[config.mk]
export PLATFORM = sky130hd
export DESIGN_NAME = spin_release_ctrl
export DESIGN_NICKNAME = d
export VERILOG_FILES = /design/src/rtl/spin_rel_pkg.sv /design/src/rtl/spin_decode.sv /design/src/rtl/spin_wmerge.sv /design/src/rtl/spin_rlane.sv /design/src/rtl/spin_release_ctrl.sv
export SDC_FILE = /design/constraint.sdc
export NUM_CORES = 2
export LEC_CHECK = 0
export BUFFER_PORTS_ARGS = -buffer_cell sky130_fd_sc_hd__clkbuf_2
export CAP_MARGIN = 0
export CORE_AREA = 2 2 412 414
export CTS_CLUSTER_SIZE = 12
export DETAILED_ROUTE_END_ITERATION = 6
export DIE_AREA = 0 0 414 416
export PLACE_DENSITY_LB_ADDON = 0.08
export SLEW_MARGIN = 20
export SYNTH_ARGS = -nofsm -noshare
export SYNTH_HDL_FRONTEND = slang
export SYNTH_SLANG_ARGS = --single-unit
[constraint.sdc]
create_clock -name clk -period 5.5 [get_ports clk]
set_input_delay 0.275 -clock clk [delete_from_list [all_inputs] [get_ports clk]]
set_output_delay 0.275 -clock clk [all_outputs]
set_load 0.005 [all_outputs]
[src/rtl/spin_rel_pkg.sv]
package spin_rel_pkg;

    localparam int ENTRY_BYTES = 32;
    localparam int OFF_W       = $clog2(ENTRY_BYTES);
    localparam int OFF_START   = 0;
    localparam int OFF_ARG     = 8;
    localparam int OFF_PID     = 20;

    typedef logic [ENTRY_BYTES-1:0][7:0] entry_t;

    typedef enum logic [1:0] {
        ACC_BYTE = 2'd0,
        ACC_HALF = 2'd1,
        ACC_WORD = 2'd2,
        ACC_BAD  = 2'd3
    } acc_size_e;

    // big-endian 64-bit field starting at byte offset off
    function automatic logic [63:0] get_dword(entry_t e, int unsigned off);
        logic [63:0] v;
        v = '0;
        for (int k = 0; k < 8; k++) begin
            v = {v[55:0], e[OFF_W'(off + k)]};
        end
        return v;
    endfunction

    function automatic entry_t put_dword(entry_t e, int unsigned off, logic [63:0] v);
        entry_t r;
        r = e;
        for (int k = 0; k < 8; k++) begin
            r[OFF_W'(off + k)] = v[8*(7-k) +: 8];
        end
        return r;
    endfunction

    function automatic entry_t put_word(entry_t e, int unsigned off, logic [31:0] v);
        entry_t r;
        r = e;
        for (int k = 0; k < 4; k++) begin
            r[OFF_W'(off + k)] = v[8*(3-k) +: 8];
        end
        return r;
    endfunction

endpackage

[src/rtl/spin_decode.sv]
module spin_decode
    import spin_rel_pkg::*;
#(
    parameter int ADDR_W = 10,
    parameter int IDX_W  = 5
) (
    input  logic [ADDR_W-1:0] addr,
    input  logic [1:0]        size,
    output logic [IDX_W-1:0]  idx,
    output logic [OFF_W-1:0]  off,
    output logic              size_ok
);

    assign idx = addr[ADDR_W-1:OFF_W];

    always_comb begin
        size_ok = 1'b1;
        case (acc_size_e'(size))
            ACC_BYTE: off = addr[OFF_W-1:0];
            ACC_HALF: off = {addr[OFF_W-1:1], 1'b0};
            ACC_WORD: off = {addr[OFF_W-1:2], 2'b00};
            default: begin
                off     = {addr[OFF_W-1:2], 2'b00};
                size_ok = 1'b0;
            end
        endcase
    end

endmodule

[src/rtl/spin_wmerge.sv]
module spin_wmerge
    import spin_rel_pkg::*;
(
    input  entry_t           cur,
    input  logic [OFF_W-1:0] off,
    input  logic [1:0]       size,
    input  logic [31:0]      wdata,
    output entry_t           nxt
);

    always_comb begin
        nxt = cur;
        case (acc_size_e'(size))
            ACC_BYTE: nxt[off] = wdata[7:0];
            ACC_HALF: begin
                nxt[{off[OFF_W-1:1], 1'b0}] = wdata[15:8];
                nxt[{off[OFF_W-1:1], 1'b1}] = wdata[7:0];
            end
            ACC_WORD: begin
                for (int k = 0; k < 4; k++) begin
                    nxt[{off[OFF_W-1:2], 2'(k)}] = wdata[8*(3-k) +: 8];
                end
            end
            default: nxt = cur;
        endcase
    end

endmodule

[src/rtl/spin_rlane.sv]
module spin_rlane
    import spin_rel_pkg::*;
(
    input  entry_t           ent,
    input  logic [OFF_W-1:0] off,
    input  logic [1:0]       size,
    output logic [31:0]      data
);

    always_comb begin
        data = '0;
        case (acc_size_e'(size))
            ACC_BYTE: data = {24'd0, ent[off]};
            ACC_HALF: data = {16'd0, ent[{off[OFF_W-1:1], 1'b0}], ent[{off[OFF_W-1:1], 1'b1}]};
            ACC_WORD: begin
                for (int k = 0; k < 4; k++) begin
                    data[8*(3-k) +: 8] = ent[{off[OFF_W-1:2], 2'(k)}];
                end
            end
            default: data = '0;
        endcase
    end

endmodule

[src/rtl/spin_release_ctrl.sv]
module spin_release_ctrl
    import spin_rel_pkg::*;
#(
    parameter int MAX_CORES = 32,
    parameter int NUM_CORES = 4,
    parameter int WIN_BITS  = 26,
    localparam int ADDR_W   = $clog2(MAX_CORES * ENTRY_BYTES)
) (
    input  logic                           clk,
    input  logic                           rst_n,
    input  logic                           req_valid,
    input  logic                           req_write,
    input  logic [ADDR_W-1:0]              req_addr,
    input  logic [1:0]                     req_size,
    input  logic [31:0]                    req_wdata,
    input  logic [NUM_CORES-1:0][31:0]     core_hwid,
    output logic                           rd_valid,
    output logic [31:0]                    rd_data,
    output logic                           rd_err,
    output logic [NUM_CORES-1:0]           rel_pulse,
    output logic [NUM_CORES-1:0][63:0]     boot_pc,
    output logic [NUM_CORES-1:0][63:0]     boot_arg,
    output logic [NUM_CORES-1:0][63:0]     boot_map_base,
    output logic [63:0]                    boot_win_size
);

    localparam int IDX_W          = ADDR_W - OFF_W;
    localparam int CORE_W         = (NUM_CORES > 1) ? $clog2(NUM_CORES) : 1;
    localparam logic [63:0] WIN_SIZE = 64'd1 << WIN_BITS;
    localparam logic [63:0] WIN_MASK = WIN_SIZE - 64'd1;

    typedef struct packed {
        entry_t [NUM_CORES-1:0]        ent;
        logic   [NUM_CORES-1:0]        rel;
        logic   [NUM_CORES-1:0][63:0]  pc;
        logic   [NUM_CORES-1:0][63:0]  arg;
        logic   [NUM_CORES-1:0][63:0]  base;
        logic                          rvalid;
        logic                          rerr;
        logic   [31:0]                 rdata;
    } state_t;

    function automatic state_t reset_state();
        state_t r;
        r = '0;
        for (int i = 0; i < NUM_CORES; i++) begin
            r.ent[i] = put_dword(r.ent[i], OFF_START, 64'd1);
            r.ent[i] = put_dword(r.ent[i], OFF_ARG, 64'(i));
            r.ent[i] = put_word(r.ent[i], OFF_PID, 32'(i));
        end
        return r;
    endfunction

    state_t s_d, s_q;

    logic [IDX_W-1:0]  idx;
    logic [OFF_W-1:0]  off;
    logic              size_ok;
    logic              in_range;
    logic [CORE_W-1:0] cidx;
    entry_t            sel_ent;
    entry_t            merged;
    logic [31:0]       lane_data;
    logic [63:0]       new_start;
    logic              wr_accept;

    spin_decode #(.ADDR_W(ADDR_W), .IDX_W(IDX_W)) dec_i (
        .addr    (req_addr),
        .size    (req_size),
        .idx     (idx),
        .off     (off),
        .size_ok (size_ok)
    );

    assign in_range = (32'(idx) < NUM_CORES);
    assign cidx     = CORE_W'(idx);
    assign sel_ent  = in_range ? s_q.ent[cidx] : '0;

    spin_wmerge wm_i (
        .cur   (sel_ent),
        .off   (off),
        .size  (req_size),
        .wdata (req_wdata),
        .nxt   (merged)
    );

    spin_rlane rl_i (
        .ent  (sel_ent),
        .off  (off),
        .size (req_size),
        .data (lane_data)
    );

    assign new_start = get_dword(merged, OFF_START);
    assign wr_accept = req_valid && req_write && size_ok && in_range && (idx != '0);

    always_comb begin
        s_d        = s_q;
        s_d.rel    = '0;
        s_d.rvalid = 1'b0;
        s_d.rerr   = 1'b0;

        if (req_valid && !req_write) begin
            s_d.rvalid = 1'b1;
            if (size_ok) begin
                s_d.rdata = lane_data;
            end else begin
                s_d.rdata = '0;
                s_d.rerr  = 1'b1;
            end
        end

        if (wr_accept) begin
            s_d.ent[cidx] = merged;
            if (!new_start[0]) begin
                s_d.rel[cidx]  = 1'b1;
                s_d.pc[cidx]   = new_start & WIN_MASK;
                s_d.base[cidx] = new_start & ~WIN_MASK;
                s_d.arg[cidx]  = get_dword(merged, OFF_ARG);
                s_d.ent[cidx]  = put_word(merged, OFF_PID, core_hwid[cidx]);
            end
        end
    end

    always_ff @(posedge clk or negedge rst_n) begin
        if (!rst_n) begin
            s_q <= reset_state();
        end else begin
            s_q <= s_d;
        end
    end

    assign rd_valid      = s_q.rvalid;
    assign rd_data       = s_q.rdata;
    assign rd_err        = s_q.rerr;
    assign rel_pulse     = s_q.rel;
    assign boot_pc       = s_q.pc;
    assign boot_arg      = s_q.arg;
    assign boot_map_base = s_q.base;
    assign boot_win_size = WIN_SIZE;

endmodule

**After elaboration in Yosys (flattened, before gate mapping)**

Index checks and enable logic that the tools add are counted.

- Flip-flop bits (word level): 1,830
- Input bits: 176
- Word-level logic and storage cells: 242
- Output and inout bits: 870

- Equality and inequality tests: 2
- Bitwise logic cells: 1
- Order comparisons: 17
- Mux-type cells: 60
- Reduce and logical (&&, ||, !) cells: 18

Operators with widths:

| cell | count |
|---|---|
| $bwmux W256 | 10 |
| $bwmux W1024 | 2 |
| $mux W1796 | 1 |
| $mux W772 | 1 |
| $mux W256 | 3 |
| $pmux W256 S3 | 1 |
| $bmux W256 S2 | 1 |
| $demux W256 S2 | 1 |
| $demux W64 S2 | 1 |
| $mux W8 | 14 |
| $bmux W8 S3 | 4 |
| $demux W8 S3 | 4 |
| $pmux W32 S3 | 1 |
| $bmux W32 S2 | 1 |
| $bmux W8 S4 | 2 |
| $demux W8 S4 | 2 |
| $mux W32 | 2 |
| $mux W64 | 1 |
| $lt A5 B6 Y1 const B | 7 |
| $bmux W8 S5 | 1 |
| $demux W8 S5 | 1 |
| $ge A5 B1 Y1 const B | 7 |
| $mux W34 | 1 |
| $logic_and A1 B1 Y1 | 13 |
| 14 further kinds | 16 |

**Depth between registers and ports, before layout**

- Depth after elaboration: 13
- Depth in mapped cells: 13
- Gate-level depth less buffers: 8

**Hierarchy**

Synthesis repeated with hierarchy kept, for this count alone.

- Cells, all modules: 7,046
- Area, all modules: 90,061.4 um^2

By module, submodules not included:

| module | seq. area each (um^2) | cells each | times used | area an instance (um^2) |
|---|---|---|---|---|
| spin_release_ctrl | 45,808.9 | 5,586 | 1 | 78,403.9 |
| spin_wmerge | 0.0 | 1,027 | 1 | 5,860.6 |
| spin_rlane | 0.0 | 422 | 1 | 5,714.2 |
| spin_decode | 0.0 | 11 | 1 | 82.6 |

**Worst setup path before layout**

No wires, ideal clock.

- Kind: input to register
- From: input req_addr[2]
- To: register (tool-made name)
- Buffers on the path: 3
- Arrival time: 2,475 ps
- Path slack: 2,879 ps
- Required time: 5,354 ps
- Stages: 8
- Library setup time: 146 ps
- Path through: buf_2 -> or3b_2 -> clkbuf_1 -> nor3_1 -> clkbuf_1 -> mux2_2 -> a222oi_1 -> o21ai_0

RTL lines:

| item | line | RTL |
|---|---|---|
| from (decl) | spin_release_ctrl.sv:13 | `input logic [ADDR_W-1:0] req_addr,` |

==> results.cfg <==
[synth]
synth_ff_type = dfrtp_1
synth_edf_count = 0
yosys.area.top_type = dfrtp_1
yosysSeqAreaShare_pct = 51.3
ys_async_sr_fraction_pct = 100
yosys_warnings = 0
yosys.area.top_type_share_pct = 50.9
synth.cell_area_mm2 = 0.0893
synth_cells = 9065
ys_ff_latch = 1830
ys_types = 90
synth.avg_cell_area_um2 = 9.85
synth_area_leaders = dfrtp_1, buf_4, nand2_1

[power_and_ir_drop]
leakage_nw = 44.9
power.share.sequential_pct = 47.6
p_int_mw = 21.9
power_frac_comb_pct = 9.2
switchingPower_mw = 7.63
power.density_mw_per_mm2 = 307
clockPowerShare_pct = 43.2
power_mw = 29.5
ir_drop_mv = 0.346
p_sw_share_pct = 25.9

[grt]
grt_pass1_vias = 64400
grt_antenna_before_repair = 38
grt_max_degree = 176
groute.usage.overall_pct = 39.1
grt_overflow = 0
grt_pass1_wl_um = 485000

[cts]
cts.clk_slew.worst_paths_ps = 60
clock-sinks = 1830
cts-root-buf = clkbuf_16
clk_latency_ps = 880
cts_max_path_buffers = 3
cts_max_level = 4
cts_buffers = 192
cts_tree = done
cts_setup_buffers = 0

[setup_path]
critical_path_arrival_ps = 4470
required_ps = 6270
startpoint_type = input pin
path_class = input pin to register
reg2reg_depth = 8
cp_max_fo = 47
crit_path_end_kind = register
crit_start = req_size[0]
ff2ff_setup_slack_ps = 2020

[die]
io_pins = 1046
rows = 151
dieArea_mm2 = 0.172
die_height_um = 416
start_util_pct = 53.1
core_mm2 = 0.168
die_x_um = 414

[detailed_routing]
wl_per_cell_um = 30.7
drt_wl_total_um = 340000
post_drt_via_cell_ratio = 6.09
vias = 67500
drt-initial-drc-count = 8684
dr.pass1.iters = 7
route.antenna.remaining_nets = 0
route.detailed.drc = 4

[timing]
period_minus_slack_ps = 3700
fin_worst_skew_ps = 56.4
setup_viol_count_final = 0
max-slew-margin-rel_pct = 13.7
rsz0062_at_grt = false
worstMarginPinSlew_ps = 1280
finalSetupTns_ps = 0
fmax_mhz = 271
hold_viol = 0
slew_viol_final = 0
fin_crit_sh_pct = 67.2

[final_layout]
final_nets = 8886
finalNonFillerCells = 11100
area_growth_pct = 7.49
postLayoutCoreUtil_pct = 57.1
drive_gt1_share_pct = 22.4

[placed_design]
dpl.hpwl_um = 242000
gp_congestion = 1.07
port_buffers = 949
place_inst = 10600

[outcome]
status = finished with violations
violations = design-rule violations

[hold_path]
hp-class = input pin to async pin

[job]
cap_violations = 0
## per-layer routing
layer | part of all wire [%] | GRT usage, %
met1 | 40 | 52.6
met2 | 42 | 55.3
met3 | 11 | 13.0
met4 | 6.8 | 22.9
met5 | 0.069 | 0.361
## through the flow
| stage | instance area, um2 | setup slack [ps] | hold WS [ps] |
|---|---|---|---|
| floorplan | 89500 | 2880 | -20.6 |
| global placement | 88800 | 1450 | 356 |
| detailed placement | 88800 | 1410 | 359 |
| CTS | 95900 | 2080 | 24.0 |
| global route | 96000 | 1920 | 107 |
| finish | 96000 | 1800 | 64.7 |
## cell families (layout without fill, tap and decap cells)
group | count (synthesis) | after routing | share of synthesized area (%)
DFF | 1830 | 1830 | 51.3
and+or+nand+nor | 2464 | 2464 | 11.8
buffers and inverters | 2007 | 1720 | 13.0
AOI/OAI and AO/OA | 2235 | 2235 | 14.3
other | 2 | 94 | 0.00841
muxes | 527 | 527 | 9.64
## cells in the mapped netlist, types with 58 or more instances
| master | n |
|---|---|
| mux2_2 | 115 |
| nand3_1 | 68 |
| mux2i_1 | 157 |
| nand2_1 | 1645 |
| dfrtp_1 | 1818 |
| a21oi_1 | 242 |
| and2_1 | 299 |
| buf_4 | 911 |
| o21ai_1 | 242 |
| buf_2 | 81 |
| clkbuf_1 | 867 |
| buf_6 | 69 |
| nor2_1 | 293 |
| mux4_2 | 255 |
| o22ai_1 | 113 |
| o21ai_0 | 1198 |
| o211ai_1 | 58 |
## power by group through the flow
stage | sequential (mW) | clock (mW) | combinational [mW]
global route | 14.1 | 13.5 | 2.84
global placement | 14.3 | 0 | 2.53
CTS | 14.0 | 13.0 | 2.62
finish | 14.1 | 12.7 | 2.71
detailed placement | 14.3 | 0 | 2.56
floorplan | 14.2 | 0 | 1.40
## placed cells by master (no fill, tap or decap), types with 157 or more instances in the layout
master / synthesis / final
o21ai_1: 242 / 245
a21oi_1: 242 / 241
nand2_1: 1645 / 1644
buf_4: 911 / 272
mux4_2: 255 / 255
clkbuf_2: 4 / 942
o21ai_0: 1198 / 1194
and2_1: 299 / 299
nor2_1: 293 / 284
dfrtp_1: 1818 / 1818
mux2i_1: 157 / 157
clkbuf_16: 0 / 193
## final cells by class
class                   instances  area, um2
diodes                         29       72.6
multi-input cells            5291      32400
clock buffers                 281       5480
clock inverters                44        628
well taps                    2218       2780
flip-flops and latches       1830      45800
inverters                      31        116
fillers                     14600      72100
repair buffers               1364       8760
## worst max-delay path, cell delays in order
cell	delay [ps]
buf_4	570
or3b_1	860
nand2_1	610
buf_4	370
nor2_1	520
a22oi_1	180
o21ai_0	210
o21ai_1	320
buf_4	330
o21ai_0	180
## how the worst min path moves through the flow
stage | slack, ps | to | depth (start not counted)
4_1_cts | 20 | rd_data[20] | 5
2_1_floorplan | -20 | async pin | 0
6_report | 60 | async pin | 2
3_3_place_gp | 360 | register | 0
3_5_place_dp | 360 | register | 0
5_1_grt | 110 | rd_data[20] | 5
## timing repair
action	CTS	global route
resized for setup	0	0
endpoints found under the hold margin	228	0
hold buffers	98	0
Note: power is estimated with default switching activity, not from simulation.
